$ cat src/rtl/lp_serial_pkg.sv
package lp_serial_pkg;
  // reserved bits between the thermal bit and the trim image in the status packet
  localparam int unsigned STAT_GAP = 7;

  typedef enum logic [1:0] {
    CH_HOLD   = 2'd0,
    CH_SHIFT  = 2'd1,
    CH_STATUS = 2'd2
  } chain_op_e;
endpackage

$ cat src/rtl/lp_latch_ctrl.sv
module lp_latch_ctrl (
  input  logic clk,
  input  logic rst_n,
  input  logic sclk,
  input  logic latch,
  input  logic mode_dc,
  output logic mode_q,
  output logic shift_en,
  output logic sclk_fall,
  output logic gs_load,
  output logic dc_load,
  output logic sdo_refresh
);
  logic sclk_q, latch_q, pend_q, arm_q, refresh_q;
  logic sclk_d, latch_d, mode_d, pend_d, arm_d, refresh_d;
  logic sclk_rise, latch_rise, gs_now, gs_defer, gs_late;

  always_comb begin
    sclk_rise  = sclk & ~sclk_q;
    sclk_fall  = ~sclk & sclk_q;
    latch_rise = latch & ~latch_q;
    dc_load    = latch_rise & mode_q;
    gs_now     = latch_rise & ~mode_q & ~pend_q;
    gs_defer   = latch_rise & ~mode_q & pend_q;
    gs_late    = arm_q & sclk_rise & ~latch_rise;
    gs_load    = gs_now | gs_late;
    shift_en   = sclk_rise & ~latch_rise & ~gs_late;
    sdo_refresh = refresh_q;
  end

  always_comb begin
    sclk_d    = sclk;
    latch_d   = latch;
    mode_d    = latch ? mode_q : mode_dc;
    refresh_d = gs_load;
    pend_d    = pend_q;
    arm_d     = arm_q;
    if (dc_load) begin
      pend_d = 1'b1;
      arm_d  = 1'b0;
    end else if (gs_defer) begin
      arm_d  = 1'b1;
    end else if (gs_late) begin
      pend_d = 1'b0;
      arm_d  = 1'b0;
    end
  end

  always_ff @(posedge clk or negedge rst_n) begin
    if (!rst_n) begin
      sclk_q    <= 1'b0;
      latch_q   <= 1'b0;
      mode_q    <= 1'b0;
      pend_q    <= 1'b0;
      arm_q     <= 1'b0;
      refresh_q <= 1'b0;
    end else begin
      sclk_q    <= sclk_d;
      latch_q   <= latch_d;
      mode_q    <= mode_d;
      pend_q    <= pend_d;
      arm_q     <= arm_d;
      refresh_q <= refresh_d;
    end
  end

  AST_MODE_HELD: assert property (@(posedge clk) disable iff (!rst_n)
    (latch && $past(latch)) |=> $stable(mode_q));
  AST_PEND_CLEAR: assert property (@(posedge clk) disable iff (!rst_n)
    $fell(pend_q) |-> $past(arm_q && sclk_rise));
  AST_ONE_ACTION: assert property (@(posedge clk) disable iff (!rst_n)
    $onehot0({dc_load, gs_load, shift_en}));
endmodule

$ cat src/rtl/lp_status_pack.sv
module lp_status_pack #(
  parameter int unsigned CH     = 16,
  parameter int unsigned GS_LEN = 192,
  parameter int unsigned DC_LEN = 96
) (
  input  logic [CH-1:0]     open_flags,
  input  logic              therm_flag,
  input  logic              dc_src_live,
  input  logic [DC_LEN-1:0] dc_live,
  input  logic [DC_LEN-1:0] dc_stored,
  output logic [GS_LEN-1:0] status
);
  import lp_serial_pkg::*;
  localparam int unsigned FLAG_LSB = GS_LEN - CH;
  localparam int unsigned TEMP_POS = FLAG_LSB - 1;
  localparam int unsigned IMG_MSB  = TEMP_POS - STAT_GAP - 1;
  localparam int unsigned IMG_LSB  = IMG_MSB - DC_LEN + 1;

  logic [DC_LEN-1:0] image;
  logic [GS_LEN-1:0] flag_part, temp_part, img_part;

  assign image = dc_src_live ? dc_live : dc_stored;

  for (genvar b = 0; b < GS_LEN; b++) begin : g_bit
    if (b >= FLAG_LSB) begin : g_flag
      assign flag_part[b] = open_flags[b - FLAG_LSB];
    end else begin : g_noflag
      assign flag_part[b] = 1'b0;
    end
    if (b == TEMP_POS) begin : g_temp
      assign temp_part[b] = therm_flag;
    end else begin : g_notemp
      assign temp_part[b] = 1'b0;
    end
    if (b >= IMG_LSB && b <= IMG_MSB) begin : g_img
      assign img_part[b] = image[b - IMG_LSB];
    end else begin : g_noimg
      assign img_part[b] = 1'b0;
    end
  end

  assign status = flag_part | temp_part | img_part;
endmodule

$ cat src/rtl/lp_shift_chain.sv
module lp_shift_chain #(
  parameter int unsigned GS_LEN = 192,
  parameter int unsigned DC_LEN = 96
) (
  input  logic              clk,
  input  logic              rst_n,
  input  logic              sdi,
  input  logic              mode_q,
  input  logic              shift_en,
  input  logic              sclk_fall,
  input  logic              status_load,
  input  logic              sdo_refresh,
  input  logic [GS_LEN-1:0] status,
  output logic [GS_LEN-1:0] chain_q,
  output logic              sdo
);
  import lp_serial_pkg::*;
  chain_op_e         op;
  logic [GS_LEN-1:0] chain_d;
  logic              sdo_q, sdo_d, tap;

  always_comb begin
    if (status_load)   op = CH_STATUS;
    else if (shift_en) op = CH_SHIFT;
    else               op = CH_HOLD;
    case (op)
      CH_STATUS: chain_d = status;
      CH_SHIFT:  chain_d = {chain_q[GS_LEN-2:0], sdi};
      default:   chain_d = chain_q;
    endcase
    tap   = mode_q ? chain_q[DC_LEN-1] : chain_q[GS_LEN-1];
    sdo_d = (sclk_fall || sdo_refresh) ? tap : sdo_q;
  end

  always_ff @(posedge clk or negedge rst_n) begin
    if (!rst_n) begin
      chain_q <= '0;
      sdo_q   <= 1'b0;
    end else begin
      chain_q <= chain_d;
      sdo_q   <= sdo_d;
    end
  end

  assign sdo = sdo_q;

  AST_SDO_TIMING: assert property (@(posedge clk) disable iff (!rst_n)
    !$stable(sdo_q) |-> $past(sclk_fall || sdo_refresh));
  AST_STATUS_TOP: assert property (@(posedge clk) disable iff (!rst_n)
    status_load |=> (chain_q == $past(status)));
endmodule

$ cat src/rtl/lp_hold_bank.sv
module lp_hold_bank #(
  parameter int unsigned GS_LEN = 192,
  parameter int unsigned DC_LEN = 96
) (
  input  logic              clk,
  input  logic              rst_n,
  input  logic              gs_load,
  input  logic              dc_load,
  input  logic [GS_LEN-1:0] chain_q,
  output logic [GS_LEN-1:0] gs_q,
  output logic [DC_LEN-1:0] dc_q
);
  logic [GS_LEN-1:0] gs_d;
  logic [DC_LEN-1:0] dc_d;

  always_comb begin
    gs_d = gs_load ? chain_q : gs_q;
    dc_d = dc_load ? chain_q[DC_LEN-1:0] : dc_q;
  end

  always_ff @(posedge clk or negedge rst_n) begin
    if (!rst_n) begin
      gs_q <= '0;
      dc_q <= '0;
    end else begin
      gs_q <= gs_d;
      dc_q <= dc_d;
    end
  end

  AST_GS_ONLY_ON_COMMIT: assert property (@(posedge clk) disable iff (!rst_n)
    !$stable(gs_q) |-> $past(gs_load));
  AST_DC_ONLY_ON_COMMIT: assert property (@(posedge clk) disable iff (!rst_n)
    !$stable(dc_q) |-> $past(dc_load));
endmodule

$ cat src/rtl/lp_serial_loader.sv
module lp_serial_loader #(
  parameter int unsigned CH      = 16,
  parameter int unsigned GS_BITS = 12,
  parameter int unsigned DC_BITS = 6,
  localparam int unsigned GS_LEN = CH * GS_BITS,
  localparam int unsigned DC_LEN = CH * DC_BITS
) (
  input  logic              clk,
  input  logic              rst_n,
  input  logic              sclk,
  input  logic              sdi,
  input  logic              latch,
  input  logic              mode_dc,
  input  logic              dc_src_live,
  input  logic [CH-1:0]     open_flags,
  input  logic              therm_flag,
  input  logic [DC_LEN-1:0] dc_stored,
  output logic              sdo,
  output logic [GS_LEN-1:0] gs_data,
  output logic [DC_LEN-1:0] dc_data
);
  logic [1:0]        rst_sync;
  logic              rst_int_n;
  logic              mode_q, shift_en, sclk_fall, gs_load, dc_load, sdo_refresh;
  logic [GS_LEN-1:0] status, chain_q;

  always_ff @(posedge clk or negedge rst_n) begin
    if (!rst_n) rst_sync <= 2'b00;
    else        rst_sync <= {rst_sync[0], 1'b1};
  end
  assign rst_int_n = rst_sync[1];

  lp_latch_ctrl u_ctrl (
    .clk(clk), .rst_n(rst_int_n), .sclk(sclk), .latch(latch), .mode_dc(mode_dc),
    .mode_q(mode_q), .shift_en(shift_en), .sclk_fall(sclk_fall),
    .gs_load(gs_load), .dc_load(dc_load), .sdo_refresh(sdo_refresh)
  );

  lp_status_pack #(.CH(CH), .GS_LEN(GS_LEN), .DC_LEN(DC_LEN)) u_status (
    .open_flags(open_flags), .therm_flag(therm_flag), .dc_src_live(dc_src_live),
    .dc_live(dc_data), .dc_stored(dc_stored), .status(status)
  );

  lp_shift_chain #(.GS_LEN(GS_LEN), .DC_LEN(DC_LEN)) u_chain (
    .clk(clk), .rst_n(rst_int_n), .sdi(sdi), .mode_q(mode_q), .shift_en(shift_en),
    .sclk_fall(sclk_fall), .status_load(gs_load), .sdo_refresh(sdo_refresh),
    .status(status), .chain_q(chain_q), .sdo(sdo)
  );

  lp_hold_bank #(.GS_LEN(GS_LEN), .DC_LEN(DC_LEN)) u_hold (
    .clk(clk), .rst_n(rst_int_n), .gs_load(gs_load), .dc_load(dc_load),
    .chain_q(chain_q), .gs_q(gs_data), .dc_q(dc_data)
  );

  AST_RESET_CLEAR: assert property (@(posedge clk)
    !rst_int_n |=> (gs_data == '0 && dc_data == '0));
endmodule

$ cat config.mk
export PLATFORM = sky130hd
export DESIGN_NAME = lp_serial_loader
export DESIGN_NICKNAME = d
export VERILOG_FILES = /design/src/rtl/lp_serial_pkg.sv /design/src/rtl/lp_latch_ctrl.sv /design/src/rtl/lp_status_pack.sv /design/src/rtl/lp_shift_chain.sv /design/src/rtl/lp_hold_bank.sv /design/src/rtl/lp_serial_loader.sv
export SDC_FILE = /design/constraint.sdc
export NUM_CORES = 1
export LEC_CHECK = 0
export ABC_AREA = 1
export BUFFER_PORTS_ARGS = -buffer_cell sky130_fd_sc_hd__buf_2
export CAP_MARGIN = 10
export CORE_ASPECT_RATIO = 1.4
export CORE_UTILIZATION = 35
export CTS_CLUSTER_SIZE = 8
export DETAILED_ROUTE_END_ITERATION = 10
export PLACE_DENSITY = 0.66
export SETUP_SLACK_MARGIN = 0.02
export SLEW_MARGIN = 20
export SYNTH_ARGS = -nofsm -noshare
export SYNTH_HDL_FRONTEND = slang
export SYNTH_SLANG_ARGS = --single-unit
$ cat constraint.sdc
create_clock -name clk -period 15.3 [get_ports clk]
set_clock_uncertainty 0.15 [all_clocks]
set_input_delay 0.765 -clock clk [delete_from_list [all_inputs] [get_ports clk]]
set_output_delay 0.765 -clock clk [all_outputs]
set_load 0.03 [all_outputs]
==> impl_metrics.py <==
metrics = {
    "grt": {
        "antenna_found_initial": 7,
        "track_usage_pct": 21.5,
        "grt-ovfl-total": 0,
        "grt_pass1_wl_um": 110000,
        "grt_max_degree": 185,
        "grt_pass1_vias": 19177,
    },
    "floorplanning": {
        "die_h_um": 299,
        "die_area_um2": 64200,
        "rows": 108,
        "fp.dieW_um": 214,
        "initial_core_util_pct": 35.5,
        "core-area_um2": 62300,
        "num_io_pins": 409,
    },
    "routing": {
        "ant_nets": 0,
        "via_per_inst": 4.93,
        "vias": 19291,
        "dr.pass1.iters": 5,
        "routed_wl_um": 69000,
        "routedWlPerCell_um": 17.6,
        "drc": 0,
        "drt_iter0_markers": 1472,
    },
    "yosys": {
        "async_flop_share_pct": 100,
        "synth_nets": 2892,
        "synth.distinct_cells": 20,
        "synth.avg_cell_area_um2": 7.98,
        "ys_seq_area_share_pct": 55.3,
        "yosys_register_bits": 489,
        "syn_inst": 2772,
        "synth-edff-count": 0,
        "ys.flop_type": "dfrtp_1",
        "ys_warn_count": 0,
        "synth_area_um2": 22100,
    },
    "job": {
        "max_cap_viol_count": 0,
    },
    "cts": {
        "cts_root_buffer": "clkbuf_16",
        "cts_max_level": 3,
        "cts_setup_buffers": 0,
        "clkLatencyLatePin_ns": 0.59,
        "cts_resized": 0,
        "clk_pin_slew_ns": 0.05,
        "clock_sinks": 489,
        "tritoncts": "done",
        "cts_buffers": 71,
        "cts.path.max_buffers": 3,
        "hold_buffers": 1,
    },
    "timing": {
        "finalCritPeriodShare_pct": 31.6,
        "max_freq_mhz": 207,
        "timing.slew.headroom_pct": 24.9,
        "tns_ns": 0,
        "min_period_ns": 4.84,
        "setup_slack_ns": 10.46,
        "slew_violations": 0,
        "setup-violations-final": 0,
        "hold_viol": 0,
        "rsz0062_at_grt": "false",
        "worst_pin_slew_ns": 1.13,
    },
    "hold_path": {
        "holdCritStartpoint": "sclk",
        "hold_class": "in2reg",
    },
    "placement": {
        "dp.final_hpwl_um": 43800,
        "place_inst": 3825,
        "gp_congestion": 0.828,
        "io_buffers": 408,
        "dp_slack_ns": 9.88,
    },
    "cells_and_area": {
        "num-fill-cells": 6323,
        "drive_gt1_share_pct": 16.9,
        "nets": 3195,
        "mostFrequentLayoutCells": "808 x nand2_1, 488 x dfrtp_1, 420 x nand3_1, 407 x buf_2, 370 x inv_1",
        "final_common_cell": "nand2_1",
        "multi_input_area_um2": 7580,
        "regArea_um2": 12200,
        "synthToLayoutAreaGrowth_pct": 19.7,
        "stdcell_count": 3916,
    },
    "critical_path": {
        "crit_path_start_kind": "flop",
        "crit_type": "reg2reg",
        "cp_max_fo": 86,
        "startpoint": "u_ctrl.sclk_q",
        "cp-end-kind": "flop",
        "required_ns": 15.66,
        "worstPathArrival_ns": 5.20,
        "r2r_start": "u_ctrl.sclk_q",
    },
    "run_status": {
        "status": "finished clean",
    },
    "power": {
        "peakVddDrop_mv": 0.0906,
        "pwr_density_cell_nw_per_um2": 178,
        "cellLeakagePower_uw": 0.0152,
    },
}
==> stage by stage <==
step | hold slack (ns) | instance area, um2 | utilization (%) | total power, uW
global route | 0.132 | 26500 | 42.5 | 4980
CTS | 0.109 | 26400 | 42.4 | 4770
global placement | 0.184 | 24500 | 39.3 | 3300
finish | 0.153 | 26500 | 42.5 | 4720
detailed placement | 0.188 | 24500 | 39.3 | 3320
floorplan | 0.181 | 22100 | - | 2820
==> final timing paths <==
path                            depth (start not counted)                   to  slack, ns
worst max-delay path                                    8      u_hold.gs_q[68]      10.46
worst min-delay path                                    1        u_ctrl.sclk_q       0.15
worst max register to register                          8      u_hold.gs_q[68]      10.46
worst min register to register                          0          rst_sync[1]       0.20
max in group asynchronous                               2     u_hold.gs_q[160]      12.44
min in group asynchronous                               0  u_chain.chain_q[42]       0.29
==> per-layer routing <==
layer	vias to the layer above	global-route usage (%)	routed length, um
met1	9197	27.9	29300
met4	0	11.1	3100
li1	9338	-	-
met5	-	0	0
met3	142	3.37	3390
met2	614	34.9	33200
==> layout make-up <==
cell class | instances | area share [%]
clock buffer | 77 | 7.07
sequential | 489 | 46.2
tap | 825 | 3.90
inverter | 374 | 5.33
antenna | 8 | 0.0756
clock inverter | 4 | 0.241
timing repair buffer | 431 | 8.58
multi-input combinational | 1708 | 28.6
==> kinds of logic (layout without fill, tap and decap cells) <==
logic type	after synthesis	in the layout	share of synthesized area, %
flip-flops	489	489	55.3
buffers and inverters	575	886	10.7
other	1	9	0.0169
AO/OA/AOI/OAI	180	180	4.52
AND/OR/NAND/NOR	1527	1527	29.5
==> flip-flops by register name, indices dropped and copies added (netlist names) <==
signal / flops
u_chain.sdo: 1
u_chain.chain_q: 192
u_ctrl.sclk_q: 1
u_ctrl.latch_q: 1
u_hold.gs_q: 192
u_ctrl.pend_q: 1
rst_sync: 2
u_ctrl.mode_q: 1
u_ctrl.arm_q: 1
u_ctrl.sdo_refresh: 1
u_hold.dc_q: 96
==> worst max-delay path, stage by stage, from the launching register on <==
cell and delay [ns]:
dfrtp_1 0.41, nor2_4 0.11, buf_4 0.45, nand3_4 0.81, nand2_4 0.89, buf_4 0.68, buf_4 0.86, nand2_1 0.13
nand2_1 0.10
==> Yosys cell counts (3+ instances only) <==
cell,instances,area (um2)
dfrtp_1,489,12200
buf_4,13,97.6
nand4_1,96,601
o21ai_0,100,500
inv_2,3,11.3
buf_2,126,631
clkbuf_1,50,188
nand2_1,810,3040
o22ai_1,76,475
nor2_1,195,732
inv_1,371,1390
nand3_1,422,2110
buf_1,12,45.0
==> report_power, final <==
group	internal, uW	total (uW)	leakage [uW]	switching [uW]
Sequential	1630	1880	0.00647	255
Clock	871	1420	0.000952	553
Combinational	401	1410	0.00777	1010
No activity file was read; power rests on OpenSTA's default activity.
